`src/rtl/sar_adc_pkg.sv`:
```
package sar_adc_pkg;
    typedef enum logic [1:0] {
        ST_IDLE    = 2'd0,
        ST_SAMPLE  = 2'd1,
        ST_COMPARE = 2'd2
    } seq_state_t;

    localparam logic ADDR_MODE     = 1'b0;
    localparam logic ADDR_CHAN     = 1'b1;
    localparam int   MODE_START_B  = 0;
    localparam int   MODE_FREERUN_B = 1;
endpackage

```
`src/rtl/sar_cfg_regs.sv`:
```
module sar_cfg_regs
    import sar_adc_pkg::*;
#(
    parameter int NUM_CH = 12,
    parameter int DW     = 8,
    parameter int CH_W   = $clog2(NUM_CH)
) (
    input  logic            clk,
    input  logic            rst_n,
    input  logic            wr,
    input  logic            addr,
    input  logic [DW-1:0]   wdata,
    output logic            abort,
    output logic            start,
    output logic            freerun,
    output logic [CH_W-1:0] chan
);
    localparam logic [DW-1:0] CH_LIMIT = DW'(NUM_CH);

    logic mode_wr;
    logic chan_wr;

    always_comb begin
        mode_wr = wr && (addr == ADDR_MODE);
        chan_wr = wr && (addr == ADDR_CHAN);
        abort   = wr;
        start   = mode_wr && wdata[MODE_START_B];
    end

    always_ff @(posedge clk) begin
        if (!rst_n) begin
            freerun <= 1'b0;
            chan    <= '0;
        end else begin
            if (mode_wr) freerun <= wdata[MODE_FREERUN_B];
            if (chan_wr && (wdata < CH_LIMIT)) chan <= wdata[CH_W-1:0];
        end
    end

    // channel never leaves the legal range
    p_chan_range_r1: assert property (@(posedge clk) disable iff (!rst_n)
        chan < CH_W'(NUM_CH));
    // out-of-range channel write leaves the channel unchanged
    p_chan_ignore_r2: assert property (@(posedge clk) disable iff (!rst_n)
        (chan_wr && wdata >= CH_LIMIT) |=> $stable(chan));
endmodule

```
`src/rtl/sar_seq.sv`:
```
module sar_seq
    import sar_adc_pkg::*;
#(
    parameter int RES_W   = 10,
    parameter int SMP_CYC = 4
) (
    input  logic             clk,
    input  logic             rst_n,
    input  logic             abort,
    input  logic             start,
    input  logic             freerun,
    input  logic             cmp_in,
    output logic [RES_W-1:0] dac_code,
    output logic             hold_en,
    output logic             fin_valid,
    output logic [RES_W-1:0] fin_code
);
    localparam int BIT_W = $clog2(RES_W);
    localparam int CNT_W = $clog2(SMP_CYC) + 1;
    localparam logic [CNT_W-1:0] CNT_LAST = CNT_W'(SMP_CYC - 1);
    localparam logic [BIT_W-1:0] BIT_TOP  = BIT_W'(RES_W - 1);

    seq_state_t       st, st_n;
    logic [CNT_W-1:0] smp_cnt;
    logic [BIT_W-1:0] bit_idx;
    logic [RES_W-1:0] decided;
    logic [RES_W-1:0] trial;
    logic             enter_smp;

    // next-state decision
    always_comb begin
        st_n = st;
        unique case (st)
            ST_IDLE:    st_n = ST_IDLE;
            ST_SAMPLE:  if (smp_cnt == CNT_LAST) st_n = ST_COMPARE;
            ST_COMPARE: if (bit_idx == '0) st_n = freerun ? ST_SAMPLE : ST_IDLE;
            default:    st_n = ST_IDLE;
        endcase
        if (abort) st_n = start ? ST_SAMPLE : ST_IDLE;
        enter_smp = (st_n == ST_SAMPLE) && (abort || st != ST_SAMPLE);
    end

    // state register and SAR datapath
    always_ff @(posedge clk) begin
        if (!rst_n) begin
            st      <= ST_IDLE;
            smp_cnt <= '0;
            bit_idx <= '0;
            decided <= '0;
        end else begin
            st <= st_n;
            if (enter_smp) begin
                smp_cnt <= '0;
                decided <= '0;
            end else if (abort) begin
                decided <= '0;
            end else begin
                unique case (st)
                    ST_IDLE: ;
                    ST_SAMPLE: begin
                        smp_cnt <= smp_cnt + 1'b1;
                        if (st_n == ST_COMPARE) begin
                            bit_idx <= BIT_TOP;
                            decided <= '0;
                        end
                    end
                    ST_COMPARE: begin
                        decided[bit_idx] <= cmp_in;
                        if (bit_idx != '0) bit_idx <= bit_idx - 1'b1;
                    end
                    default: ;
                endcase
            end
        end
    end

    // outputs
    always_comb begin
        trial     = (st == ST_COMPARE) ? (RES_W'(1) << bit_idx) : '0;
        dac_code  = decided | trial;
        hold_en   = (st == ST_COMPARE);
        fin_valid = (st == ST_COMPARE) && (bit_idx == '0) && !abort;
        fin_code  = decided | (cmp_in ? trial : '0);
    end

    // after the last sample clock the first trial (MSB) is presented with hold high
    p_first_trial_r3: assert property (@(posedge clk) disable iff (!rst_n)
        (st == ST_SAMPLE && smp_cnt == CNT_LAST && !abort)
            |=> (hold_en && dac_code == (RES_W'(1) << (RES_W - 1))));
    // a kept trial bit stays set in the decided code
    p_keep_bit_r4: assert property (@(posedge clk) disable iff (!rst_n)
        (st == ST_COMPARE && bit_idx != '0 && cmp_in && !abort)
            |=> ((decided & $past(trial)) != '0));
    // exactly one undecided trial bit drives the DAC while comparing
    p_one_trial_r4: assert property (@(posedge clk) disable iff (!rst_n)
        hold_en |-> ($countones(dac_code ^ decided) == 1));
endmodule

```
`src/rtl/sar_result.sv`:
```
module sar_result #(
    parameter int RES_W = 10,
    parameter int OUT_W = 16,
    parameter int HI_W  = 8
) (
    input  logic             clk,
    input  logic             rst_n,
    input  logic             fin_valid,
    input  logic [RES_W-1:0] fin_code,
    input  logic             rd,
    output logic [OUT_W-1:0] result,
    output logic [HI_W-1:0]  result_hi,
    output logic             done,
    output logic             eoc
);
    localparam int PAD_W = OUT_W - RES_W;

    always_ff @(posedge clk) begin
        if (!rst_n) begin
            result <= '0;
            done   <= 1'b0;
            eoc    <= 1'b0;
        end else begin
            done <= fin_valid;
            if (fin_valid) result <= {fin_code, {PAD_W{1'b0}}};
            if (fin_valid)  eoc <= 1'b1;
            else if (rd)    eoc <= 1'b0;
        end
    end

    always_comb result_hi = result[OUT_W-1 -: HI_W];

    // result is held whenever no completion is signalled
    p_hold_result_r5: assert property (@(posedge clk) disable iff (!rst_n)
        !fin_valid |=> $stable(result));
    // completion raises strobe and flag together
    p_done_flag_r10: assert property (@(posedge clk) disable iff (!rst_n)
        fin_valid |=> (done && eoc));
    // read without completion clears the flag
    p_read_clear_r10: assert property (@(posedge clk) disable iff (!rst_n)
        (rd && !fin_valid) |=> !eoc);
endmodule

```
`src/rtl/sar_adc_ctrl.sv`:
```
module sar_adc_ctrl #(
    parameter int NUM_CH  = 12,
    parameter int RES_W   = 10,
    parameter int OUT_W   = 16,
    parameter int HI_W    = 8,
    parameter int SMP_CYC = 4,
    parameter int DW      = 8,
    localparam int CH_W   = $clog2(NUM_CH)
) (
    input  logic             clk,
    input  logic             rst_n,
    input  logic             reg_wr,
    input  logic             reg_addr,
    input  logic [DW-1:0]    reg_wdata,
    input  logic             res_rd,
    input  logic             cmp_in,
    output logic [CH_W-1:0]  chan_sel,
    output logic [RES_W-1:0] dac_code,
    output logic             hold_en,
    output logic [OUT_W-1:0] result,
    output logic [HI_W-1:0]  result_hi,
    output logic             conv_done,
    output logic             eoc
);
    logic             abort;
    logic             start;
    logic             freerun;
    logic             fin_valid;
    logic [RES_W-1:0] fin_code;

    sar_cfg_regs #(.NUM_CH(NUM_CH), .DW(DW), .CH_W(CH_W)) u_cfg (
        .clk     (clk),
        .rst_n   (rst_n),
        .wr      (reg_wr),
        .addr    (reg_addr),
        .wdata   (reg_wdata),
        .abort   (abort),
        .start   (start),
        .freerun (freerun),
        .chan    (chan_sel)
    );

    sar_seq #(.RES_W(RES_W), .SMP_CYC(SMP_CYC)) u_seq (
        .clk       (clk),
        .rst_n     (rst_n),
        .abort     (abort),
        .start     (start),
        .freerun   (freerun),
        .cmp_in    (cmp_in),
        .dac_code  (dac_code),
        .hold_en   (hold_en),
        .fin_valid (fin_valid),
        .fin_code  (fin_code)
    );

    sar_result #(.RES_W(RES_W), .OUT_W(OUT_W), .HI_W(HI_W)) u_res (
        .clk       (clk),
        .rst_n     (rst_n),
        .fin_valid (fin_valid),
        .fin_code  (fin_code),
        .rd        (res_rd),
        .result    (result),
        .result_hi (result_hi),
        .done      (conv_done),
        .eoc       (eoc)
    );

    // a register write never lets a partial code reach the result
    p_abort_no_load_r9: assert property (@(posedge clk) disable iff (!rst_n)
        reg_wr |=> ($stable(result) && !conv_done));
    // the padding bits of the result stay zero
    p_pad_zero_r6: assert property (@(posedge clk) disable iff (!rst_n)
        result[OUT_W-RES_W-1:0] == '0);
endmodule

```
`config.mk`:
```
export PLATFORM = sky130hd
export DESIGN_NAME = sar_adc_ctrl
export DESIGN_NICKNAME = d
export VERILOG_FILES = /design/src/rtl/sar_adc_pkg.sv /design/src/rtl/sar_cfg_regs.sv /design/src/rtl/sar_seq.sv /design/src/rtl/sar_result.sv /design/src/rtl/sar_adc_ctrl.sv
export SDC_FILE = /design/constraint.sdc
export NUM_CORES = 1
export LEC_CHECK = 0
export BUFFER_PORTS_ARGS = -buffer_cell sky130_fd_sc_hd__buf_2
export CORE_ASPECT_RATIO = 1.5
export CORE_UTILIZATION = 35
export CTS_BUF_LIST = sky130_fd_sc_hd__clkbuf_4
export CTS_CLUSTER_SIZE = 10
export DETAILED_ROUTE_END_ITERATION = 7
export GPL_TIMING_DRIVEN = 1
export PLACE_DENSITY = 0.65
export SYNTH_ARGS = -nofsm -noshare
export SYNTH_HDL_FRONTEND = slang
export SYNTH_SLANG_ARGS = --single-unit
```
`constraint.sdc`:
```
create_clock -name clk -period 4.4 [get_ports clk]
set_clock_uncertainty 0.05 [all_clocks]
set_input_delay 0.88 -clock clk [delete_from_list [all_inputs] [get_ports clk]]
set_output_delay 0.88 -clock clk [all_outputs]
set_load 0.05 [all_outputs]
```
==> report_table.html <==
<table>
<tr><th>Metric</th><th>Value</th></tr>
<tr><th colspan="2">Setup path</th></tr>
<tr><td>Setup Crit Path Kind</td><td>reg2out</td></tr>
<tr><td>Delay contributed by the slowest stage of the critical path</td><td>around 0.46 ns</td></tr>
<tr><td>Worst path arrival time</td><td>around 2.2 ns</td></tr>
<tr><td>Worst reg-to-reg setup slack</td><td>around 1.7 ns</td></tr>
<tr><td>Critical path startpoint category</td><td>flop</td></tr>
<tr><td>Kind of end point of the critical path</td><td>output pin</td></tr>
<tr><td>Cell at the slowest stage of the critical path</td><td>ha_1</td></tr>
<tr><td>Required time worst endpoint</td><td>~3.5 ns</td></tr>
<tr><td>CP Cell Sequence</td><td>inv_1 &gt; ha_1 &gt; and4bb_2 &gt; or2_2 &gt; buf_2</td></tr>
<tr><td>Largest driver fanout on the critical path</td><td>18</td></tr>
<tr><td>Combined buffer and inverter count along the critical path</td><td>2</td></tr>
<tr><td>Crit-path leading delay family</td><td>simple AND/OR/NAND/NOR gates</td></tr>
<tr><th colspan="2">GRT</th></tr>
<tr><td>Global-route congestion overflow total</td><td>0</td></tr>
<tr><td>Global-route wire length before repair</td><td>around 8 mm</td></tr>
<tr><td>GRT Overall Usage</td><td>between 10% and 20%</td></tr>
<tr><td>Maximum number of pins on one net before global-route repair</td><td>35</td></tr>
<tr><td>Initial antenna violation count</td><td>0</td></tr>
<tr><td>Via count of the first global-routing pass</td><td>about 1700</td></tr>
<tr><th colspan="2">Layout</th></tr>
<tr><td>Post-route core utilization</td><td>about two fifths</td></tr>
<tr><td>Net total in the final layout</td><td>approximately 310</td></tr>
<tr><td>Most frequent cells in the layout</td><td>buf_2, dfxtp_1, a21oi_1, nand2_1, nand3_1</td></tr>
<tr><td>Share of final-layout standard cells stronger than drive strength 1</td><td>about a quarter</td></tr>
<tr><td>Ant. Diodes</td><td>0</td></tr>
<tr><td>Number of fillers in the final layout</td><td>roughly 600</td></tr>
<tr><td>Layout overhead on the synthesized area</td><td>11.1%</td></tr>
<tr><td>Commonest non-fill, non-tap cell in the layout</td><td>buf_2</td></tr>
<tr><td>Finished Layout Cells</td><td>around 360</td></tr>
<tr><th colspan="2">Outcome</th></tr>
<tr><td>Status</td><td>finished, final reports clean</td></tr>
<tr><th colspan="2">Clock tree</th></tr>
<tr><td>Clock-pin slew reported for the worst setup and hold paths after clock tree synthesis</td><td>~0.12 ns</td></tr>
<tr><td>Quantity of hold-fixing buffers added after cts</td><td>0</td></tr>
<tr><td>Clock network latency to the later pin of the worst-skew pair</td><td>roughly 0.34 ns</td></tr>
<tr><td>Post-cts repair resize count</td><td>0</td></tr>
<tr><td>CTS tree</td><td>built</td></tr>
<tr><td>Number of CTS-inserted buffers</td><td>5</td></tr>
<tr><td>Number of clock sinks</td><td>36</td></tr>
<tr><td>Setup repair bufs after CTS</td><td>0</td></tr>
<tr><td>Total number of H-tree levels</td><td>2</td></tr>
<tr><td>Clk Tree Root Cell</td><td>clkbuf_4</td></tr>
<tr><td>Buffer depth of the longest clock path</td><td>2</td></tr>
<tr><th colspan="2">Detailed routing</th></tr>
<tr><td>Post-detailed-route count of antenna-violating nets</td><td>0</td></tr>
<tr><td>Initial DRC Count</td><td>between 100 and 150</td></tr>
<tr><td>Wire length per cell after detailed routing</td><td>between 10 and 15 um</td></tr>
<tr><td>Residual DRC count</td><td>0</td></tr>
<tr><td>Per-cell via count in the routed design</td><td>5.28</td></tr>
<tr><td>Overall via count from detail_route</td><td>1892</td></tr>
<tr><td>Router iterations before antenna repair</td><td>4</td></tr>
<tr><td>Total wire length after detailed routing</td><td>around 4.8 mm</td></tr>
<tr><th colspan="2">Placed design</th></tr>
<tr><td>Cells after DPL</td><td>350</td></tr>
<tr><td>Estimated wirelength of the detail-placed design</td><td>roughly 3.6 mm</td></tr>
<tr><td>Dpl ws</td><td>roughly 1.6 ns</td></tr>
<tr><td># port buffers</td><td>between 40 and 50</td></tr>
<tr><td>Placer's final routability congestion estimate</td><td>a little over 0.8</td></tr>
<tr><th colspan="2">Synthesis</th></tr>
<tr><td>Cell type with the highest aggregate area in the netlist</td><td>dfxtp_1</td></tr>
<tr><td>Portion of the post-synthesis area used by sequential elements</td><td>~33%</td></tr>
<tr><td>Post-Synthesis Cells</td><td>between 200 and 300</td></tr>
<tr><td>Yosys synthesis warning count</td><td>0</td></tr>
<tr><td>Flip-flop and latch count after synthesis</td><td>36</td></tr>
<tr><td>Average cell area after synthesis</td><td>~8.6 um2</td></tr>
<tr><td>Fraction of post-synthesis cell area in the top cell type by area</td><td>between 30% and 40%</td></tr>
<tr><td>Cell area after synthesis</td><td>roughly 0.0022 mm2</td></tr>
<tr><td>Cells taking the most area after synthesis</td><td>dfxtp_1, buf_4, ha_1</td></tr>
<tr><td>Post-synth cell types</td><td>47</td></tr>
<tr><th colspan="2">Floorplanning</th></tr>
<tr><td>DIE AREA</td><td>~0.0065 mm2</td></tr>
<tr><td>Die height</td><td>between 90 and 100 um</td></tr>
<tr><td>Area inside the core boundary</td><td>0.00591 mm2</td></tr>
<tr><td>Initial standard-cell utilization of the core</td><td>36.8%</td></tr>
<tr><td>Die extent in x</td><td>66.3 um</td></tr>
<tr><td>Count of pins on the block boundary</td><td>55</td></tr>
<tr><td>Cell row count</td><td>34</td></tr>
<tr><th colspan="2">Timing</th></tr>
<tr><td>Crit path setup slack, layout</td><td>1.25 ns</td></tr>
<tr><td>Sum Neg Setup Slack</td><td>0 ns</td></tr>
<tr><td>Achievable Freq</td><td>between 300 and 400 MHz</td></tr>
<tr><td>Worst-Margin Slew</td><td>0.766 ns</td></tr>
<tr><td>Tmin final</td><td>approximately 3.1 ns</td></tr>
<tr><td>Setup Viol. Count Final</td><td>0</td></tr>
<tr><td>Normalized max-slew margin</td><td>48.9%</td></tr>
<tr><td>Final hold viol count</td><td>0</td></tr>
<tr><td>Setup repair after global routing missed its margin</td><td>no</td></tr>
<tr><td>Final clock period utilization by the worst path</td><td>71.5%</td></tr>
<tr><td>Final count of pins violating max slew</td><td>0</td></tr>
<tr><th colspan="2">Pwr</th></tr>
<tr><td>Reported leakage power</td><td>approximately 1.1 nW</td></tr>
<tr><td>P per Cell Area</td><td>230 mW/mm2</td></tr>
<tr><td>Worst IR drop on VDD</td><td>around 0.00016 V</td></tr>
<tr><th colspan="2">Flow run</th></tr>
<tr><td>Maxcap violations</td><td>0</td></tr>
<tr><th colspan="2">Worst hold path</th></tr>
<tr><td>Class of the tightest hold or removal check</td><td>reg2reg</td></tr>
</table>
## cell usage after synthesis (all sizes together)
cell type,n
a211oi,1
a21bo,1
a21boi,1
a21o,4
a21oi,22
a22o,1
a22oi,1
a31o,4
a31oi,3
a41oi,1
and2,10
and2b,1
and3b,1
and4bb,1
buf,19
clkbuf,9
conb,1
dfxtp,36
ha,9
inv,7
mux2i,9
nand2,19
nand2b,7
nand3,17
nand4,4
nand4b,3
nor2,11
nor2b,13
nor3,1
nor3b,4
nor4b,1
o211a,9
o211ai,8
o21a,2
o21ai,6
o221ai,2
o41ai,1
or2,2
or3b,1
## report_power, final
group	internal, W	switching, W
sequential	0.000327	0.00000165
combinational	0.0000127	0.0000295
clock	0.0000739	0.000109
total	0.000414	0.000141
## sequential cells by signal, indices dropped and copies added, names as in the netlist
signal,cells
u_res.result,10
u_res.eoc,1
u_seq.decided,10
u_seq.bit_idx,4
u_seq.st,2
u_res.done,1
u_cfg.freerun,1
u_cfg.chan,4
u_seq.smp_cnt,3
## per-stage QoR
step / hold WS (ns) / area (um2) / power [W]
after floorplan: 0.410 / 2190 / 0.000371
after global placement: 0.426 / 2360 / 0.000378
after detailed placement: 0.439 / 2360 / 0.000379
after CTS: 0.460 / 2410 / 0.000560
after global routing: 0.478 / 2410 / 0.000581
final: 0.454 / 2410 / 0.000554
## final cells by class
cell class                 count  area [um2]  share of cell area (%)
multi-input combinational    187        1280                    53.0
sequential                    36         721                    29.9
timing repair buffer          48         240                    9.95
tap                           72        90.1                    3.73
clock buffer                   7        52.6                    2.18
inverter                       7        26.3                    1.09
clock inverter                 1        3.75                   0.156
## cell families (layout without fill, tap and decap cells)
group,count (synthesis),in the layout,synth area share [%]
muxes,9,9,4.15
other,1,6,0.173
and+or+nand+nor,96,96,25.1
adders and majority gates,9,9,5.18
AOI/OAI and AO/OA,67,67,23.4
DFF,36,36,33.2
buffers and inverters,35,63,8.81
## final timing paths
| path | to | depth (start not counted) | from |
|---|---|---|---|
| max | dac_code[0] | 5 | u_seq.st[0]$_SDFF_PN0_ |
| min | u_res.result[7]$_SDFFE_PN0P_ | 1 | u_res.result[7]$_SDFFE_PN0P_ |
| max reg2reg | u_seq.decided[6]$_SDFFE_PP0P_ | 7 | u_seq.st[0]$_SDFF_PN0_ |
| min reg2reg | u_res.result[7]$_SDFFE_PN0P_ | 1 | u_res.result[7]$_SDFFE_PN0P_ |
## routing by layer
metal	vias to the layer above	part of all wire [%]	track usage (%)
met5	-	0	0
met4	0	2.4	6.71
met3	10	3.1	3.24
met2	43	51	27.4
met1	890	43	17.9
li1	949	-	-
Note: power is estimated with default switching activity, not from simulation.
